### config.mk
export PLATFORM = sky130hd
export DESIGN_NAME = rj_audio_rx
export DESIGN_NICKNAME = d
export VERILOG_FILES = /design/src/rtl/rj_audio_pkg.sv /design/src/rtl/rj_audio_sync.sv /design/src/rtl/rj_audio_deser.sv /design/src/rtl/rj_audio_route.sv /design/src/rtl/rj_audio_frame.sv /design/src/rtl/rj_audio_rx.sv
export SDC_FILE = /design/constraint.sdc
export NUM_CORES = 1
export LEC_CHECK = 0
export BUFFER_PORTS_ARGS = -buffer_cell sky130_fd_sc_hd__buf_2
export CAP_MARGIN = 15
export CORE_UTILIZATION = 45
export DETAILED_ROUTE_END_ITERATION = 12
export HOLD_SLACK_MARGIN = 0.02
export PLACE_DENSITY = 0.64
export SLEW_MARGIN = 20
export SYNTH_ARGS = -nofsm -noshare
export SYNTH_HDL_FRONTEND = slang
export SYNTH_SLANG_ARGS = --single-unit
### constraint.sdc
create_clock -name clk -period 1.88 [get_ports clk]
set_input_delay 0.376 -clock clk [delete_from_list [all_inputs] [get_ports clk]]
set_output_delay 0.376 -clock clk [all_outputs]
set_load 0.005 [all_outputs]
### src/rtl/rj_audio_pkg.sv
package rj_audio_pkg;

  typedef enum logic {
    CH_RIGHT = 1'b0,
    CH_LEFT  = 1'b1
  } chan_e;

  // Map the word-clock level of a closed half to its channel.
  function automatic chan_e half_chan(input logic lvl, input logic pol);
    return (lvl ^ pol) ? CH_LEFT : CH_RIGHT;
  endfunction

endpackage

### src/rtl/rj_audio_sync.sv
module rj_audio_sync #(
  parameter int WIDTH  = 3,
  parameter int STAGES = 2
) (
  input  logic             clk,
  input  logic             rst,
  input  logic [WIDTH-1:0] d_i,
  output logic [WIDTH-1:0] q_o
);

  logic [WIDTH-1:0] stg [STAGES];

  always_ff @(posedge clk) begin
    if (rst) stg[0] <= '0;
    else     stg[0] <= d_i;
  end

  for (genvar g = 1; g < STAGES; g++) begin : g_stage
    always_ff @(posedge clk) begin
      if (rst) stg[g] <= '0;
      else     stg[g] <= stg[g-1];
    end
  end

  assign q_o = stg[STAGES-1];

endmodule

### src/rtl/rj_audio_deser.sv
module rj_audio_deser #(
  parameter int SAMPLE_W = 16
) (
  input  logic                clk,
  input  logic                rst,
  input  logic                bck_s,
  input  logic                wclk_s,
  input  logic                sd_s,
  output logic                cap_stb,
  output logic                cap_lvl,
  output logic [SAMPLE_W-1:0] cap_word
);

  localparam int CNT_W = $clog2(SAMPLE_W + 1);
  localparam logic [CNT_W-1:0] CNT_FULL = CNT_W'(SAMPLE_W);

  logic                bck_q;
  logic                wclk_last;
  logic [SAMPLE_W-1:0] shreg;
  logic [CNT_W-1:0]    nbits;
  logic                bck_rise;
  logic                wclk_turn;

  assign bck_rise  = bck_s & ~bck_q;
  assign wclk_turn = bck_rise && (wclk_s != wclk_last);

  always_ff @(posedge clk) begin
    if (rst) begin
      bck_q     <= 1'b0;
      wclk_last <= 1'b0;
      shreg     <= '0;
      nbits     <= '0;
      cap_stb   <= 1'b0;
      cap_lvl   <= 1'b0;
      cap_word  <= '0;
    end else begin
      bck_q   <= bck_s;
      cap_stb <= 1'b0;
      if (bck_rise) begin
        shreg     <= {shreg[SAMPLE_W-2:0], sd_s};
        wclk_last <= wclk_s;
        if (wclk_turn) begin
          nbits <= CNT_W'(1);
          if (nbits == CNT_FULL) begin
            cap_stb  <= 1'b1;
            cap_lvl  <= wclk_last;
            cap_word <= shreg;
          end
        end else if (nbits != CNT_FULL) begin
          nbits <= nbits + CNT_W'(1);
        end
      end
    end
  end


  nbits_range_chk: assert property (@(posedge clk) disable iff (rst)
    nbits <= CNT_FULL);


  cap_level_chk: assert property (@(posedge clk) disable iff (rst)
    cap_stb |-> (cap_lvl != wclk_last));

endmodule

### src/rtl/rj_audio_route.sv
module rj_audio_route #(
  parameter int SAMPLE_W = 16
) (
  input  logic [SAMPLE_W-1:0] in_l,
  input  logic [SAMPLE_W-1:0] in_r,
  input  logic                mono,
  input  logic                chsel,
  output logic [SAMPLE_W-1:0] out_l,
  output logic [SAMPLE_W-1:0] out_r
);

  always_comb begin
    if (!mono) begin
      out_l = in_l;
      out_r = in_r;
    end else if (chsel) begin
      out_l = in_l;
      out_r = in_l;
    end else begin
      out_l = in_r;
      out_r = in_r;
    end
  end

endmodule

### src/rtl/rj_audio_frame.sv
module rj_audio_frame
  import rj_audio_pkg::*;
#(
  parameter int SAMPLE_W = 16
) (
  input  logic                clk,
  input  logic                rst,
  input  logic                cap_stb,
  input  logic                cap_lvl,
  input  logic [SAMPLE_W-1:0] cap_word,
  input  logic                lr_pol,
  input  logic                mono,
  input  logic                chsel,
  output logic [SAMPLE_W-1:0] left_o,
  output logic [SAMPLE_W-1:0] right_o,
  output logic                valid_o
);

  logic [SAMPLE_W-1:0] hold_l, hold_r;
  logic                have_l, have_r;
  chan_e               ch;
  logic                complete;
  logic [SAMPLE_W-1:0] frame_l, frame_r;
  logic [SAMPLE_W-1:0] rout_l, rout_r;

  assign ch       = half_chan(cap_lvl, lr_pol);
  assign complete = cap_stb && ((ch == CH_LEFT) ? have_r : have_l);
  assign frame_l  = (ch == CH_LEFT)  ? cap_word : hold_l;
  assign frame_r  = (ch == CH_RIGHT) ? cap_word : hold_r;

  rj_audio_route #(.SAMPLE_W(SAMPLE_W)) u_route (
    .in_l  (frame_l),
    .in_r  (frame_r),
    .mono  (mono),
    .chsel (chsel),
    .out_l (rout_l),
    .out_r (rout_r)
  );

  always_ff @(posedge clk) begin
    if (rst) begin
      hold_l  <= '0;
      hold_r  <= '0;
      have_l  <= 1'b0;
      have_r  <= 1'b0;
      left_o  <= '0;
      right_o <= '0;
      valid_o <= 1'b0;
    end else begin
      valid_o <= 1'b0;
      if (complete) begin
        left_o  <= rout_l;
        right_o <= rout_r;
        valid_o <= 1'b1;
        have_l  <= 1'b0;
        have_r  <= 1'b0;
      end else if (cap_stb) begin
        if (ch == CH_LEFT) begin
          hold_l <= cap_word;
          have_l <= 1'b1;
        end else begin
          hold_r <= cap_word;
          have_r <= 1'b1;
        end
      end
    end
  end


  valid_pulse_chk: assert property (@(posedge clk) disable iff (rst)
    valid_o |=> !valid_o);


  out_hold_chk: assert property (@(posedge clk) disable iff (rst)
    !valid_o |-> ($stable(left_o) && $stable(right_o)));


  pending_pair_chk: assert property (@(posedge clk) disable iff (rst)
    !(have_l && have_r));


  mono_copy_chk: assert property (@(posedge clk) disable iff (rst)
    (valid_o && $past(mono)) |-> (left_o == right_o));

endmodule

### src/rtl/rj_audio_rx.sv
module rj_audio_rx #(
  parameter int SAMPLE_W    = 16,
  parameter int SYNC_STAGES = 2
) (
  input  logic                clk,
  input  logic                rst,
  input  logic                bck_i,
  input  logic                wclk_i,
  input  logic                sdata_i,
  input  logic                lr_pol_i,
  input  logic                mono_i,
  input  logic                chsel_i,
  output logic [SAMPLE_W-1:0] left_o,
  output logic [SAMPLE_W-1:0] right_o,
  output logic                valid_o
);

  localparam int NLINES = 3;

  logic [NLINES-1:0]   lines_s;
  logic                cap_stb;
  logic                cap_lvl;
  logic [SAMPLE_W-1:0] cap_word;

  rj_audio_sync #(.WIDTH(NLINES), .STAGES(SYNC_STAGES)) u_sync (
    .clk (clk),
    .rst (rst),
    .d_i ({bck_i, wclk_i, sdata_i}),
    .q_o (lines_s)
  );

  rj_audio_deser #(.SAMPLE_W(SAMPLE_W)) u_deser (
    .clk      (clk),
    .rst      (rst),
    .bck_s    (lines_s[2]),
    .wclk_s   (lines_s[1]),
    .sd_s     (lines_s[0]),
    .cap_stb  (cap_stb),
    .cap_lvl  (cap_lvl),
    .cap_word (cap_word)
  );

  rj_audio_frame #(.SAMPLE_W(SAMPLE_W)) u_frame (
    .clk      (clk),
    .rst      (rst),
    .cap_stb  (cap_stb),
    .cap_lvl  (cap_lvl),
    .cap_word (cap_word),
    .lr_pol   (lr_pol_i),
    .mono     (mono_i),
    .chsel    (chsel_i),
    .left_o   (left_o),
    .right_o  (right_o),
    .valid_o  (valid_o)
  );


  reset_zero_chk: assert property (@(posedge clk)
    $past(rst) |-> (left_o == '0 && right_o == '0 && !valid_o));

endmodule

After elaboration in Yosys (flattened, before gate mapping)
Memory sizes are Yosys's and may differ from the RTL's.
Cells that the tools add are included.
Word-level totals
  flip-flop bits (word level): 108
  RAM bits: 6
  input port bits: 8
  output and inout bits: 33
  logic and storage cells: 54
  memories: 1
Operators by class
  add/sub/neg operators: 1
  eq/ne operators: 3
  multiplexer cells: 16
  bitwise logic cells: 9
  reductions and logical operators: 10
Memories
  u_sync.stg: depth 2, bits a word 3, read ports 2, clocked after memory_dff 0, wr ports 2, line rj_audio_sync.sv:11  | logic [WIDTH-1:0] stg [STAGES];
Operators with widths (number)
  16-bit two-way mux: 5
  5-bit two-way mux: 2
  2-bit AND reduction: 4
  1-bit two-way mux: 7
  3-bit two-way mux: 2
  5-bit by 1-bit adder with 5-bit output, second input constant: 1
  5-bit == test, second input constant: 1
  5-bit != test, second input constant: 1
  1-bit NOT: 5
  3-bit AND reduction: 1
  3-bit OR reduction: 1
  1-bit logical AND: 2
  1-bit OR: 2
  2-bit nonzero test: 1
  2-bit OR reduction: 1
  1-bit AND: 1
  1-bit != test: 1
  1-bit bitwise XOR: 1

Logic depth before layout (Yosys ltp)
  word-level depth: 6
  gate-level depth with buffers: 8
  gate-level depth less buffers: 6

Hierarchy
Synthesis repeated with hierarchy kept, for this count alone.
Unflattened totals
  cell total of the unflattened synthesis: 583
  area total of the unflattened synthesis: 5387.7 µm²
Modules (own cells, without submodules)
  rj_audio_frame: instances 1, cells each 347, area each 3074.2 µm², sequential area each 1341.3 µm²
  rj_audio_deser: instances 1, cells each 187, area each 1700.4 µm², sequential area each 820.8 µm²
  rj_audio_route: instances 1, cells each 37, area each 455.4 µm², sequential area each 0.0 µm²
  rj_audio_sync: instances 1, cells each 12, area each 157.7 µm², sequential area each 120.1 µm²

Worst setup path after synthesis
Ideal clock, no wire load.
  path kind: register to register
  from: register u_deser.nbits[0]
  to: register u_deser.cap_word[10]
  setup time: 0.128 ns
  arrival: 1.560 ns
  required time: 1.752 ns
  path slack: 0.192 ns
  stages on the path, launching flop included: 9
  path buffers: 2
  clock period less this slack: 1.688 ns
  cell sequence: dfxtp_1 > inv_1 > ha_1 > and4bb_2 > nand3_1 > buf_2 > buf_4 > mux2i_1 > nor2_1
On the way
  word-level cells in the longest chain between the ends: 2
Ends and longest elaborated chain
  start, declared: line rj_audio_deser.sv:20  | logic [CNT_W-1:0] nbits;
  start signal, assigned: line rj_audio_deser.sv:50  | nbits <= nbits + CNT_W'(1);
  5-bit == test: line rj_audio_deser.sv:44  | if (nbits == CNT_FULL) begin
  3-bit AND reduction (no source line)
  end signal, assigned: line rj_audio_deser.sv:47  | cap_word <= shreg;
  end, declared: line rj_audio_deser.sv:11  | output logic [SAMPLE_W-1:0] cap_word
Every way passes these cells.
A chain may end at the register's enable or synchronous reset.

Worst setup path in the final report
  from: register u_deser.cap_lvl
  to: register u_frame.left_o[6]
On the way
  word-level cells in the longest chain between the ends: 5
  elaborated cells on any way between the ends: 8
  classes of those cells: mux: 6; bitwise: 1; reduce/logical: 1
Ends and longest elaborated chain
  start, declared: line rj_audio_deser.sv:10  | output logic cap_lvl,
  start signal, assigned: line rj_audio_deser.sv:46  | cap_lvl <= wclk_last;
  1-bit bitwise XOR *: line rj_audio_pkg.sv:10  | return (lvl ^ pol) ? CH_LEFT : CH_RIGHT;
  1-bit two-way mux *: line rj_audio_pkg.sv:10
  16-bit two-way mux (on tied branches)
  16-bit two-way mux: line rj_audio_route.sv:16  | end else if (chsel) begin
  16-bit two-way mux: line rj_audio_route.sv:13  | if (!mono) begin
  end signal, assigned: line rj_audio_frame.sv:52  | left_o <= rout_l;
  end, declared: line rj_audio_frame.sv:14  | output logic [SAMPLE_W-1:0] left_o,
Mark *: on every way between the ends. The rest lies on a longest branch, timed or not.

==> implementation parameters <==
Parameter                              Value

Final layout
  Fraction of the core area covered by cells at the end of the flow ... 56.2%
  Inserted Diodes ... 0
  Post-layout nets ... 648
  Fraction of final layout cells sized beyond drive strength 1 ... 15.4%
  Area grow syn2layout ... 19.3%

Floorplanning
  Starting utilization of the core area ... 47.1%
  Number of primary I/O pins ... 41
  Die height ... 109 microns
  Die X ... 109 microns
  Number of placement rows ... 38
  Placeable core region ... 11000 sq um
  Die footprint ... 12000 sq um

Synth
  Synth Register Bits ... 114
  Proportion of synthesized chip area in sequential cells ... 43.9%
  Top cells by area in the synthesized netlist ... dfxtp_1 (44%), nand2_1 (12%), mux2i_1 (9.4%)
  Cell count after synthesis ... 608
  Post-synth top area share ... 43.9%
  Count of flip-flops with a built-in enable after synthesis ... 0
  Synth top cells by count ... nand2_1 (169), dfxtp_1 (114), a21oi_1 (54)
  Post-synthesis share of cell area spent on full adders, half adders and majority gates ... 0.481%
  Post-synth ARST share ... 0%
  Commonest register cell after synthesis ... dfxtp_1
  Most instantiated library cell after synthesis ... nand2_1
  Yosys Warn Count ... 0
  Share of the synthesized netlist area taken by xor and xnor gates ... 1.16%
  Netlist cell types ... 32
  Share of the synthesized area in compound gates (AO/OA/AOI/OAI) ... 18.1%
  Syn Area/Cell ... 8.55 sq um
  Largest family of logic cells by synthesized area ... simple AND/OR/NAND/NOR gates
  Synth Area in Simple Gates ... 21.8%
  Combined area of all synthesized cells ... 5200 sq um
  Synth Net Count ... 618
  Synth area leader ... dfxtp_1
  Mux share of post-synthesis cell area ... 9.87%

Timing
  Fin crit period ... 1.77 ns
  Pins over their slew limit ... 0
  Period utilization ... 94.0%
  Hold slack ... 0.167 ns
  Transition time of the tightest slew-check pin ... 0.650 ns
  Slack of the critical path ... 0.113 ns
  Total Negative Setup Slacks ... 0 ns
  Clock skew after layout ... 0.00580 ns
  Unrepaired setup endpoints after global routing ... no
  Final-report hold violation count ... 0
  Number of setup violations in the final report ... 0
  Maximum clock frequency ... 566 MHz
  Worst-case headroom to the max-slew limit ... 56.6%

Global routing
  Largest net degree at the start of global routing ... 99
  Global-route wire length before repair ... 19900 microns
  Vias in the first global route ... 4090
  Antenna violations before repair ... 0
  Met1 track demand over resource in global routing ... 28.4%
  Global-route met2 utilization ... 33.9%
  Overflow left after global routing ... 0
  Fraction of met3 tracks used by global routing ... 6.40%
  Total GRT Usage ... 21.8%
  Most crowded layer after global routing ... met2

Worst setup path
  Startpoint kind of the worst setup timing path ... flip-flop
  First element of the critical path ... u_deser.cap_lvl
  Worst reg2reg path startpoint ... u_deser.cap_lvl
  Critical path capture point type ... flip-flop
  Endpoint required time on the critical path ... 2.21 ns
  Path type of the worst setup path ... reg2reg
  Critical Path AT ... 2.10 ns
  End point of the critical path ... u_frame.left_o[6]
  Critical path fanouts, max ... 65
  Cells on worst reg2reg path ... 5
  Reg2Reg Capture Point ... u_frame.left_o[6]
  Slack of the worst reg-to-reg path ... 0.11 ns

Pwr
  Total power density per cell area ... 955 nW/um^2
  Worst IR Drop VDD ... 0.795 mV
  P_leak ... 0.00226 uW
  Final total power ... 5920 uW

Worst hold path
  Class of the tightest hold or removal check ... in2reg

CTS
  TritonCTS clock tree ... yes
  Number of clock buffers inserted by TritonCTS ... 17
  Clock input transition at the sequential cells of the worst setup and hold paths ... 0.05 ns
  Setup bufs post-CTS ... 0
  Worst-Skew Late Latency ... 0.42 ns
  Clock Tree Buf Depth ... 2
  H-tree levels ... 4
  Cell chosen for the clock root ... clkbuf_16
  Clock sinks ... 114

Drt
  DRT antenna net count ... 0
  Number of iterations in the first detailed-routing pass ... 4
  Initial DRC count ... 244
  Wirelength, routed ... 11900 microns
  DRC ... 0
  Number of vias per cell ... 5.39
  Wire per inst ... 15.0 microns
  Overall via count from detail_route ... 4266

Placement
  Count of buffers from port buffering ... 40
  Placement Setup Slack ... 0.000735 ns
  Post-DP HPWL ... 7460 microns
  Gp weighted congestion ... 0.782

Run
  Max Cap Viol ... 0

Outcome
  Status ... complete, no violations
-- what timing repair did --
item                                    CTS  global route
gates resized for setup                   0             1
endpoints found under the setup margin    0             6
hold buffers                              0             0
-- stage by stage --
step | area (sq um) | std cells
2_1_floorplan | 5200 | 608
3_3_place_gp | 5580 | 759
3_5_place_dp | 5580 | 759
4_1_cts | 6200 | 791
5_1_grt | 6200 | 791
6_report | 6200 | 791
-- power by group --
part           total [uW]  switching (uW)  internal, uW
logic                 198             128          70.2
registers            2430            4.52          2430
clock network        3290            1080          2210
total                5920            1210          4710
-- sequential cells by signal (all words and copies together) (netlist names) --
signal,count
u_frame.hold_r,16
u_frame.valid_o,1
u_frame.hold_l,16
u_sync.stg,6
u_deser.nbits,5
u_frame.right_o,16
u_deser.cap_stb,1
u_deser.cap_lvl,1
u_deser.bck_q,1
u_deser.shreg,16
u_deser.wclk_last,1
u_deser.cap_word,16
u_frame.left_o,16
u_frame.have_r,1
u_frame.have_l,1
-- cell usage in the layout (no fill, tap or decap), drive strengths merged, types with 2 or more instances in the layout --
| cell | instances |
|---|---|
| o22a | 16 |
| buf | 61 |
| nor2 | 23 |
| clkinv | 3 |
| nand3b | 36 |
| o211ai | 32 |
| nand2b | 3 |
| nand2 | 170 |
| ha | 2 |
| nor2b | 8 |
| inv | 3 |
| a21oi | 54 |
| clkbuf | 23 |
| mux2i | 49 |
| nor3b | 2 |
| nand4 | 2 |
| clkinvlp | 3 |
| xor2 | 4 |
| a211o | 32 |
| xnor2 | 2 |
| dfxtp | 114 |
| mux2 | 2 |
| bufinv | 3 |
-- final cells by class --
cell class,instances,area [sq um]
Fill cell,992,4830
Clock buffer,23,488
Timing Repair Buffer,61,437
Inverter,3,11.3
Clock inverter,9,128
Sequential cell,114,2280
Tap cell,140,175
Multi-Input combinational cell,441,2680
-- critical path: stages (launching register included) --
cell and delay (ns):
dfxtp_1 0.37, xnor2_2 0.32, mux2_2 0.41, buf_12 0.19, a211o_1 0.28, o211ai_1 0.09
-- logic make-up after synthesis --
logic type / Yosys count
flops: 114
compound gates: 135
mux: 51
buf+inv: 53
xor+xnor: 6
simple gates: 247
fa+ha+maj: 2
-- layer usage --
metal,vias to the layer above,wire [microns]
met1,1990,5760
met4,0,142
li1,2174,-
met3,13,614
met2,89,5360
met5,-,0
-- how the worst min path moves through the flow --
stage                          start          endpoint  slack [ns]  cells after the start
floorplan           u_sync.stg[0][0]  u_sync.stg[1][0]        0.41                      1
global placement    u_sync.stg[0][0]  u_sync.stg[1][0]        0.42                      1
detailed placement  u_sync.stg[0][0]  u_sync.stg[1][0]        0.43                      1
CTS                          sdata_i  u_sync.stg[0][0]        0.16                      2
global route                  wclk_i  u_sync.stg[0][1]        0.18                      2
finish                       sdata_i  u_sync.stg[0][0]        0.17                      2
Power figures use the tool's default switching activity.
